==> config.mk <==
export PLATFORM = sky130hd
export DESIGN_NAME = spi_flash_seq
export DESIGN_NICKNAME = d
export VERILOG_FILES = /design/src/rtl/spi_seq_pkg.sv /design/src/rtl/spi_op_decode.sv /design/src/rtl/spi_tx_gather.sv /design/src/rtl/spi_rx_drain.sv /design/src/rtl/spi_flash_seq.sv
export SDC_FILE = /design/constraint.sdc
export NUM_CORES = 1
export LEC_CHECK = 0
export BUFFER_PORTS_ARGS = -buffer_cell sky130_fd_sc_hd__buf_2
export CORE_MARGIN = 3
export CORE_UTILIZATION = 46
export DETAILED_ROUTE_END_ITERATION = 7
export HOLD_SLACK_MARGIN = 0.05
export PLACE_DENSITY = 0.65
export SETUP_SLACK_MARGIN = 0.05
export SLEW_MARGIN = 30
export SYNTH_ARGS = -nofsm -noshare
export SYNTH_HDL_FRONTEND = slang
export SYNTH_SLANG_ARGS = --single-unit
==> constraint.sdc <==
create_clock -name clk -period 3.8 [get_ports clk]
set_input_delay 0.38 -clock clk [delete_from_list [all_inputs] [get_ports clk]]
set_output_delay 0.38 -clock clk [all_outputs]
set_load 0.02 [all_outputs]
==> src/rtl/spi_seq_pkg.sv <==
package spi_seq_pkg;

  localparam logic [7:0] OP_WREN  = 8'h06;
  localparam logic [7:0] OP_WRDI  = 8'h04;
  localparam logic [7:0] OP_RDSR  = 8'h05;
  localparam logic [7:0] OP_WRSR  = 8'h01;
  localparam logic [7:0] OP_READ  = 8'h03;
  localparam logic [7:0] OP_FAST  = 8'h0B;
  localparam logic [7:0] OP_PROG  = 8'h02;
  localparam logic [7:0] OP_SECT  = 8'hD8;
  localparam logic [7:0] OP_CHIP  = 8'hC7;
  localparam logic [7:0] OP_JEDEC = 8'h9F;
  localparam logic [7:0] OP_RDID  = 8'hAB;

  typedef enum logic [2:0] {
    ST_IDLE,
    ST_PREP,
    ST_FILL,
    ST_ARM,
    ST_WAIT,
    ST_DRAIN
  } seq_state_t;

  typedef enum logic [1:0] {
    K_DATA,
    K_POLL,
    K_WREN
  } xact_kind_t;

endpackage

==> src/rtl/spi_op_decode.sv <==
module spi_op_decode
  import spi_seq_pkg::*;
(
  input  logic [7:0] op_in,
  output logic       legal,
  output logic [1:0] alen,
  output logic       prog,
  output logic [7:0] op_out
);

  always_comb begin
    legal  = 1'b1;
    alen   = 2'd0;
    prog   = 1'b0;
    op_out = op_in;
    case (op_in)
      OP_WREN, OP_WRDI, OP_CHIP, OP_RDSR, OP_WRSR, OP_JEDEC: ;
      OP_READ, OP_SECT, OP_RDID: alen = 2'd3;
      OP_FAST: begin
        alen   = 2'd3;
        op_out = OP_READ;
      end
      OP_PROG: begin
        alen = 2'd3;
        prog = 1'b1;
      end
      default: legal = 1'b0;
    endcase
  end

endmodule

==> src/rtl/spi_tx_gather.sv <==
module spi_tx_gather #(
  parameter  int NBYTES = 4,
  localparam int CW     = $clog2(NBYTES + 1),
  localparam int DW     = 8 * NBYTES
) (
  input  logic          clk,
  input  logic          rst,
  input  logic          load,
  input  logic [CW-1:0] need,
  input  logic          in_valid,
  output logic          in_ready,
  input  logic [7:0]    in_data,
  output logic          full,
  output logic [DW-1:0] word
);

  logic [CW-1:0] got_q;
  logic [CW-1:0] need_q;
  logic [7:0]    lane_q [NBYTES];

  assign in_ready = (got_q != need_q);
  assign full     = (got_q == need_q);

  always_ff @(posedge clk) begin
    if (rst) begin
      got_q  <= '0;
      need_q <= '0;
    end else if (load) begin
      got_q  <= '0;
      need_q <= need;
    end else if (in_valid && in_ready) begin
      got_q <= got_q + 1'b1;
    end
  end

  for (genvar i = 0; i < NBYTES; i++) begin : g_lane
    always_ff @(posedge clk) begin
      if (rst || load) begin
        lane_q[i] <= 8'h00;
      end else if (in_valid && in_ready && got_q == CW'(i)) begin
        lane_q[i] <= in_data;
      end
    end
    assign word[8*i +: 8] = lane_q[i];
  end

endmodule

==> src/rtl/spi_rx_drain.sv <==
module spi_rx_drain #(
  parameter  int NBYTES = 4,
  localparam int CW     = $clog2(NBYTES + 1),
  localparam int DW     = 8 * NBYTES
) (
  input  logic          clk,
  input  logic          rst,
  input  logic          load,
  input  logic [CW-1:0] count,
  input  logic [DW-1:0] word,
  output logic          out_valid,
  input  logic          out_ready,
  output logic [7:0]    out_data,
  output logic          empty
);

  logic [DW-1:0] word_q;
  logic [CW-1:0] cnt_q;
  logic [CW-1:0] idx_q;

  assign out_valid = (idx_q != cnt_q);
  assign empty     = (idx_q == cnt_q);
  assign out_data  = word_q[7:0];

  always_ff @(posedge clk) begin
    if (rst) begin
      word_q <= '0;
      cnt_q  <= '0;
      idx_q  <= '0;
    end else if (load) begin
      word_q <= word;
      cnt_q  <= count;
      idx_q  <= '0;
    end else if (out_valid && out_ready) begin
      word_q <= word_q >> 8;
      idx_q  <= idx_q + 1'b1;
    end
  end

endmodule

==> src/rtl/spi_flash_seq.sv <==
module spi_flash_seq
  import spi_seq_pkg::*;
#(
  parameter  int ADDR_W      = 24,
  parameter  int LEN_W       = 12,
  parameter  int CHUNK_BYTES = 4,
  parameter  int BUSY_BIT    = 0,
  localparam int CW          = $clog2(CHUNK_BYTES + 1),
  localparam int TXC_W       = $clog2(CHUNK_BYTES + 5),
  localparam int DW          = 8 * CHUNK_BYTES
) (
  input  logic              clk,
  input  logic              rst,
  input  logic              req_valid,
  output logic              req_ready,
  input  logic [7:0]        req_opcode,
  input  logic [ADDR_W-1:0] req_addr,
  input  logic [LEN_W-1:0]  req_wr_len,
  input  logic [LEN_W-1:0]  req_rd_len,
  input  logic              wr_valid,
  output logic              wr_ready,
  input  logic [7:0]        wr_data,
  output logic              rd_valid,
  input  logic              rd_ready,
  output logic [7:0]        rd_data,
  output logic              done,
  output logic              illegal,
  output logic              eng_start,
  output logic [7:0]        eng_opcode,
  output logic [ADDR_W-1:0] eng_addr,
  output logic [1:0]        eng_alen,
  output logic [DW-1:0]     eng_data,
  output logic [TXC_W-1:0]  eng_txcnt,
  output logic [CW-1:0]     eng_rxcnt,
  input  logic              eng_busy,
  input  logic [DW-1:0]     eng_rdata
);

  seq_state_t        state;
  xact_kind_t        kind;
  logic [7:0]        op_q;
  logic [1:0]        alen_q;
  logic              prog_q;
  logic [ADDR_W-1:0] addr_q;
  logic [LEN_W-1:0]  wr_rem;
  logic [LEN_W-1:0]  rd_rem;
  logic [CW-1:0]     chunk_tx;
  logic [CW-1:0]     chunk_rx;
  logic [CW-1:0]     tx_n;
  logic [CW-1:0]     rx_n;

  logic              dec_legal;
  logic [1:0]        dec_alen;
  logic              dec_prog;
  logic [7:0]        dec_op;

  logic              g_load;
  logic              g_full;
  logic [DW-1:0]     g_word;
  logic              d_load;
  logic              d_empty;

  spi_op_decode u_dec (
    .op_in  (req_opcode),
    .legal  (dec_legal),
    .alen   (dec_alen),
    .prog   (dec_prog),
    .op_out (dec_op)
  );

  assign tx_n = (wr_rem > LEN_W'(CHUNK_BYTES)) ? CW'(CHUNK_BYTES) : CW'(wr_rem);
  assign rx_n = (rd_rem > LEN_W'(CHUNK_BYTES)) ? CW'(CHUNK_BYTES) : CW'(rd_rem);

  assign g_load = (state == ST_PREP);
  assign d_load = (state == ST_WAIT) && !eng_busy && (kind == K_DATA);

  spi_tx_gather #(.NBYTES(CHUNK_BYTES)) u_gather (
    .clk      (clk),
    .rst      (rst),
    .load     (g_load),
    .need     (tx_n),
    .in_valid (wr_valid),
    .in_ready (wr_ready),
    .in_data  (wr_data),
    .full     (g_full),
    .word     (g_word)
  );

  spi_rx_drain #(.NBYTES(CHUNK_BYTES)) u_drain (
    .clk       (clk),
    .rst       (rst),
    .load      (d_load),
    .count     (chunk_rx),
    .word      (eng_rdata),
    .out_valid (rd_valid),
    .out_ready (rd_ready),
    .out_data  (rd_data),
    .empty     (d_empty)
  );

  assign req_ready = (state == ST_IDLE);

  always_ff @(posedge clk) begin
    if (rst) begin
      state      <= ST_IDLE;
      kind       <= K_DATA;
      op_q       <= '0;
      alen_q     <= '0;
      prog_q     <= 1'b0;
      addr_q     <= '0;
      wr_rem     <= '0;
      rd_rem     <= '0;
      chunk_tx   <= '0;
      chunk_rx   <= '0;
      done       <= 1'b0;
      illegal    <= 1'b0;
      eng_start  <= 1'b0;
      eng_opcode <= '0;
      eng_addr   <= '0;
      eng_alen   <= '0;
      eng_data   <= '0;
      eng_txcnt  <= '0;
      eng_rxcnt  <= '0;
    end else begin
      done      <= 1'b0;
      illegal   <= 1'b0;
      eng_start <= 1'b0;
      case (state)
        ST_IDLE: begin
          if (req_valid) begin
            if (!dec_legal || (req_wr_len != '0 && req_rd_len != '0)) begin
              illegal <= 1'b1;
            end else begin
              op_q   <= dec_op;
              alen_q <= dec_alen;
              prog_q <= dec_prog;
              addr_q <= req_addr;
              wr_rem <= req_wr_len;
              rd_rem <= req_rd_len;
              state  <= ST_PREP;
            end
          end
        end
        ST_PREP: begin
          chunk_tx <= tx_n;
          chunk_rx <= rx_n;
          wr_rem   <= wr_rem - LEN_W'(tx_n);
          rd_rem   <= rd_rem - LEN_W'(rx_n);
          state    <= ST_FILL;
        end
        ST_FILL: begin
          if (g_full) begin
            kind       <= K_DATA;
            eng_start  <= 1'b1;
            eng_opcode <= op_q;
            eng_addr   <= addr_q;
            eng_alen   <= alen_q;
            eng_data   <= g_word;
            eng_txcnt  <= TXC_W'(1) + TXC_W'(alen_q) + TXC_W'(chunk_tx);
            eng_rxcnt  <= chunk_rx;
            state      <= ST_ARM;
          end
        end
        ST_ARM: state <= ST_WAIT;
        ST_WAIT: begin
          if (!eng_busy) begin
            case (kind)
              K_DATA: begin
                addr_q <= addr_q + ADDR_W'(chunk_tx) + ADDR_W'(chunk_rx);
                state  <= ST_DRAIN;
              end
              K_POLL: begin
                eng_start <= 1'b1;
                eng_alen  <= 2'd0;
                eng_data  <= '0;
                eng_txcnt <= TXC_W'(1);
                state     <= ST_ARM;
                if (eng_rdata[BUSY_BIT]) begin
                  kind       <= K_POLL;
                  eng_opcode <= OP_RDSR;
                  eng_rxcnt  <= CW'(1);
                end else begin
                  kind       <= K_WREN;
                  eng_opcode <= OP_WREN;
                  eng_rxcnt  <= '0;
                end
              end
              default: state <= ST_PREP;
            endcase
          end
        end
        ST_DRAIN: begin
          if (d_empty) begin
            if (wr_rem == '0 && rd_rem == '0) begin
              done  <= 1'b1;
              state <= ST_IDLE;
            end else if (prog_q) begin
              kind       <= K_POLL;
              eng_start  <= 1'b1;
              eng_opcode <= OP_RDSR;
              eng_alen   <= 2'd0;
              eng_data   <= '0;
              eng_txcnt  <= TXC_W'(1);
              eng_rxcnt  <= CW'(1);
              state      <= ST_ARM;
            end else begin
              state <= ST_PREP;
            end
          end
        end
        default: state <= ST_IDLE;
      endcase
    end
  end

endmodule

### After elaboration in Yosys (flattened, before gate mapping)

Memory sizes are Yosys's and may differ from the RTL's.
Cells that the tools add are included.

* memory bits (writable): 32
* output and inout bits: 87
* flip-flop bits (word level): 187
* logic and storage cells: 213
* memories kept: 1
* bits of input ports: 102

Memories
* u_gather.lane_q: depth 4, width 8, rd ports 4, clocked after Yosys merged registers in 0, write ports 4, line spi_tx_gather.sv:19 `logic [7:0] lane_q [NBYTES];`

* muxes and demuxes: 100
* reductions and logical operators: 37
* $add $sub $neg: 8
* equality and inequality tests: 33
* order comparisons: 2
* bitwise operators: 9

Operator list (count)
* 32-bit 2-to-1 mux: 8
* 24-bit 2-to-1 mux: 4
* 32-bit one-hot mux with 3 select lines: 1
* 8-bit 2-to-1 mux: 11
* 24-bit by 3-bit adder with 24-bit output: 2
* 12-bit 2-to-1 mux: 4
* 12-bit one-hot mux with 2 select lines: 2
* 24-bit one-hot mux with 2 select lines: 1
* 3-bit 2-to-1 mux: 13
* 2-bit 2-to-1 mux: 17
* 8-bit equality test, second input constant: 4
* 1-bit 2-to-1 mux: 25
* 8-bit by 3-bit equality test with 1-bit output, second input constant: 3
* 12-bit by 3-bit > comparator with 1-bit output, second input constant: 2
* 12-bit logical NOT: 2
* 4-bit 2-to-1 mux: 6
* 8-bit one-hot mux with 3 select lines: 1
* 12-bit nonzero test: 2
* 12-bit by 3-bit subtractor with 12-bit output: 2
* 3-bit one-hot mux with 6 select lines: 1
* 8-bit by 2-bit equality test with 1-bit output, second input constant: 2
* 2-bit != test, second input constant: 7
* 3-bit by 2-bit equality test with 1-bit output, second input constant: 4
* 2-bit one-hot mux with 3 select lines: 2
* other kinds (32): 63

### Logic depth before layout (Yosys ltp)

* depth after elaboration: 8
* gate-level depth with buffers: 12
* depth with buffers taken out: 12

### By module

From an unflattened synthesis, not the netlist that was laid out.

* cell total of the unflattened synthesis: 1374
* area total of the unflattened synthesis: 11509.8 sq um

Modules (own cells, without submodules)
* spi_flash_seq: times used 1, seq. area each 2922.8 sq um, cells each 899, area each 7144.4 sq um
* spi_rx_drain: times used 1, seq. area each 760.7 sq um, cells each 300, area each 2437.3 sq um
* spi_tx_gather: times used 1, seq. area each 1081.0 sq um, cells each 145, area each 1759.2 sq um
* spi_op_decode: times used 1, seq. area each 0.0 sq um, cells each 30, area each 168.9 sq um

### Worst setup path before layout

No wires, ideal clock.

* path type: register to register
* start: register u_gather.need_q[1] (netlist name)
* end: register addr_q[23]
* required time: 3.668 ns
* buffers on the path: 0
* setup time: 0.132 ns
* arrival time: 2.770 ns
* stages on the path, launching flop included: 11
* path slack: 0.898 ns
* period minus slack after synthesis: 2.902 ns
* cells stage by stage: dfxtp_1 > fa_1 > ha_1 > inv_1 > fa_1 > nand2b_1 > a2111oi_2 > nand3_1 > o21a_1 > o21ai_0 > a21oi_1

RTL lines
* end signal: assignment: line spi_flash_seq.sv:137 `addr_q <= req_addr;`
* end signal: assignment: line spi_flash_seq.sv:169 `addr_q <= addr_q + ADDR_W'(chunk_tx) + ADDR_W'(chunk_rx);`
* end: declaration: line spi_flash_seq.sv:44 `logic [ADDR_W-1:0] addr_q;`

==> results.md <==
* Max clock buf depth at 3
* Antenna Nets Post-Route at 0
* Sw Ratio at 23.04%
* M2 GR Usage at 36.14%
* Fin. Hold Viols at 0
* Area grow syn2layout at 18.72%
* CTS sink cnt at 217
* Actual slew at the worst max-slew pin at 0.8744 ns
* First-pass DRT Iterations at 5
* Grt total ovfl at 0
* RSZ-0062 raised after global routing: no
* PwrDens at 435.1 mW/mm^2
* Worst clock skew at 0.007997 ns
* CTS Buf Count at 24
* Top post-synthesis cells by count: nand2_1, dfxtp_1, a21oi_1
* Max-cap violations at 0
* Vias at 9,184
* Antenna cells at 0
* Reg2reg setup slack at 0.70 ns
* Cell leakage power at 0.004489 uW
* Post-layout util at 56.13%
* Flop pwr share at 46.6%
* Die footprint at 0.02362 mm^2
* I/O pins at 189
* Clock transition at path regs at 0.06 ns
* Die height at 153.7 um
* Cell taking the most area after synthesis: dfxtp_1
* Relative slew slack at 41.71%
* Share of the synthesized area in the top cell type at 36.92%
* Starting Density at 47.28%
* Most used DFF post-synth: dfxtp_1
* Clock Latency Late Sink at 0.51 ns
* Worst path slowest cell: fa_1
* Nets at 1,464
* Syn Area/Cell at 8.319 um^2
* Total global-route track usage at 22.27%
* Post-CTS Setup Inserts at 0
* Crit start category: register
* Setup TNS at 0 ns
* Port Buffer Count at 188
* 1st-iter DRT viols at 678
* Global-route wire length before repair at 44,620 um
* Fillers at 2,001
* Area contributors post-synth: dfxtp_1, edfxtp_1, nand2_1
* Root Buffer: clkbuf_16
* CP most frequent cell: fa_1
* Pin count of the biggest net entering global routing at 94
* CTS tree: done
* Ys async rst share at 0%
* P_int at 3988 uW
* CTS H-tree depth at 1
* Logic pwr share at 6.5%
* Fmax at 0.3230 GHz
* Number of synthesized flops with an enable pin at 32
* Number of distinct library cells after synthesis at 74
* DRT Wirelength at 27,700 um
* Peak supply drop at 308.7 uV
* Met3 Track Usage GR at 4.222%
* Area of the mapped netlist at 0.01003 mm^2
* WP data arrival at 3.53 ns
* Seq/Total Area, Yosys at 46.50%
* Final RePlAce weighted congestion at 0.8431
* Worst hold path class: input pin to register
* Worst path cell trace: fa_1 > ha_1 > inv_1 > fa_1 > nand2b_1 > a2111oi_2 > buf_4 > nand3_1 > nor4_1 > o21ai_0 > a21oi_1
* Clock power share at 46.9%
* Outcome: finished clean
* Row Count at 53
* WL/cell at 16.92 um
* CP Max Fanout at 6
* Vias in the first global route at 8,695
* Post-CTS sizing at 0
* CP peak stage delay at 0.54 ns
* Vias per cell at 5.610
* Drc violations at 0
* Post-CTS Hold Fix Bufs at 0
* Syn Inst Count at 1,206
* Setup-failing EPs final at 0
* Worst setup EP type: register
* Most frequent cell after synthesis: nand2_1
* NetSw at 1194 uW
* Met1 usage in global routing at 30.78%
* GR peak layer: met2
* Placeable Area at 0.02122 mm^2
* Tcrit/Tclk final at 81.48%
* Layout cells sized above 1 at 19.97%
* Count of warnings emitted by yosys at 0
* Antenna violations before repair at 1
* Slew Viols, Final at 0
* Die W at 153.7 um
* Worst EP required at 4.24 ns
* Critical path type: register to register
* Minimum clock period at 3.096 ns
* Post-DP HPWL at 18,640 um
* Final Hold Slack at 0.1127 ns
* Post-synthesis register bit count at 217
==> critical path: cells and delay by family, from the launching register on <==
kind | cells | cell delay [ns]
AO/OA/AOI/OAI | 3 | 0.66
adder cells (fa/ha/maj) | 3 | 1.11
buffers and inverters | 2 | 0.27
flip-flops | 1 | 0.37
AND/OR/NAND/NOR | 3 | 0.62
==> stage by stage <==
step                      setup WS, ns  std cells  cell area, um^2  power (uW)
after detailed placement        0.7519       1593            11070        2800
after floorplan                 0.8976       1207            10040        2644
after CTS                       0.7137       1637            11910        5238
after global placement          0.8449       1593            11070        2789
after global routing            0.5169       1637            11910        5370
final                           0.7037       1637            11910        5182
==> power by group through the flow <==
stage / clock [uW] / combinational (uW) / sequential (uW)
after global routing: 2580 / 375 / 2420
after CTS: 2490 / 337 / 2410
after global placement: 0 / 327 / 2460
final: 2430 / 336 / 2420
after detailed placement: 0 / 335 / 2460
after floorplan: 0 / 189 / 2450
==> layout make-up <==
| cell class | count | area (um^2) | area share (%) |
|---|---|---|---|
| flip-flops and latches | 217 | 4664 | 39.16 |
| repair buffers | 211 | 1120 | 9.402 |
| clock inverters | 13 | 145.1 | 1.219 |
| clock buffers | 31 | 689.4 | 5.788 |
| multi-input cells | 873 | 4883 | 41.00 |
| inverters | 17 | 63.81 | 0.5358 |
| well taps | 275 | 344.1 | 2.889 |
==> routing by layer <==
metal / part of all wire [%] / vias up
li1: - / 4566
met5: 0.047 / -
met3: 6.3 / 49
met4: 2.2 / 2
met1: 45 / 4308
met2: 46 / 259
==> cell usage in the layout, fill, tap and decap left out, types with 26 or more instances in the layout <==
| cell type | n |
|---|---|
| nand3_1 | 97 |
| dfxtp_1 | 185 |
| buf_2 | 187 |
| clkbuf_16 | 26 |
| nor3_1 | 30 |
| nand2_1 | 213 |
| nor2_1 | 78 |
| edfxtp_1 | 32 |
| and2_1 | 37 |
| o21ai_0 | 33 |
| a311oi_1 | 31 |
| a21oi_1 | 154 |
==> path summary, 6_finish.rpt <==
path	start	to	cells past startpoint
worst max-delay path	u_gather.need_q[1]	addr_q[23]	11
worst min-delay path	eng_rdata[28]	u_drain.word_q[28]	3
worst max register to register	u_gather.need_q[1]	addr_q[23]	11
worst min register to register	eng_data[21]	eng_data[21]	2
==> sequential cells by signal (all words and copies together) (netlist names) <==
name and count:
eng_data 32, u_drain.word_q 32, u_gather.lane_q 32, addr_q 24, eng_addr 24, rd_rem 12
wr_rem 12, eng_opcode 8, op_q 8, eng_txcnt 4, chunk_rx 3, eng_rxcnt 3
state 3, u_drain.cnt_q 3, u_drain.idx_q 3, u_gather.got_q 3, u_gather.need_q 3, kind 2
alen_q 1, done 1, eng_alen 1, eng_start 1, illegal 1, prog_q 1
==> kinds of logic (layout without fill, tap and decap cells) <==
group / after synthesis / in the layout / synth area share, %
multiplexers: 2 / 2 / 0.1996
XOR/XNOR: 13 / 13 / 1.135
AND/OR/NAND/NOR: 540 / 540 / 25.70
AO/OA/AOI/OAI: 298 / 298 / 18.53
flip-flops: 217 / 217 / 46.50
buffers and inverters: 117 / 272 / 5.276
adder cells (fa/ha/maj): 18 / 18 / 2.619
other: 1 / 2 / 0.03738
No activity file was read; power rests on OpenSTA's default activity.
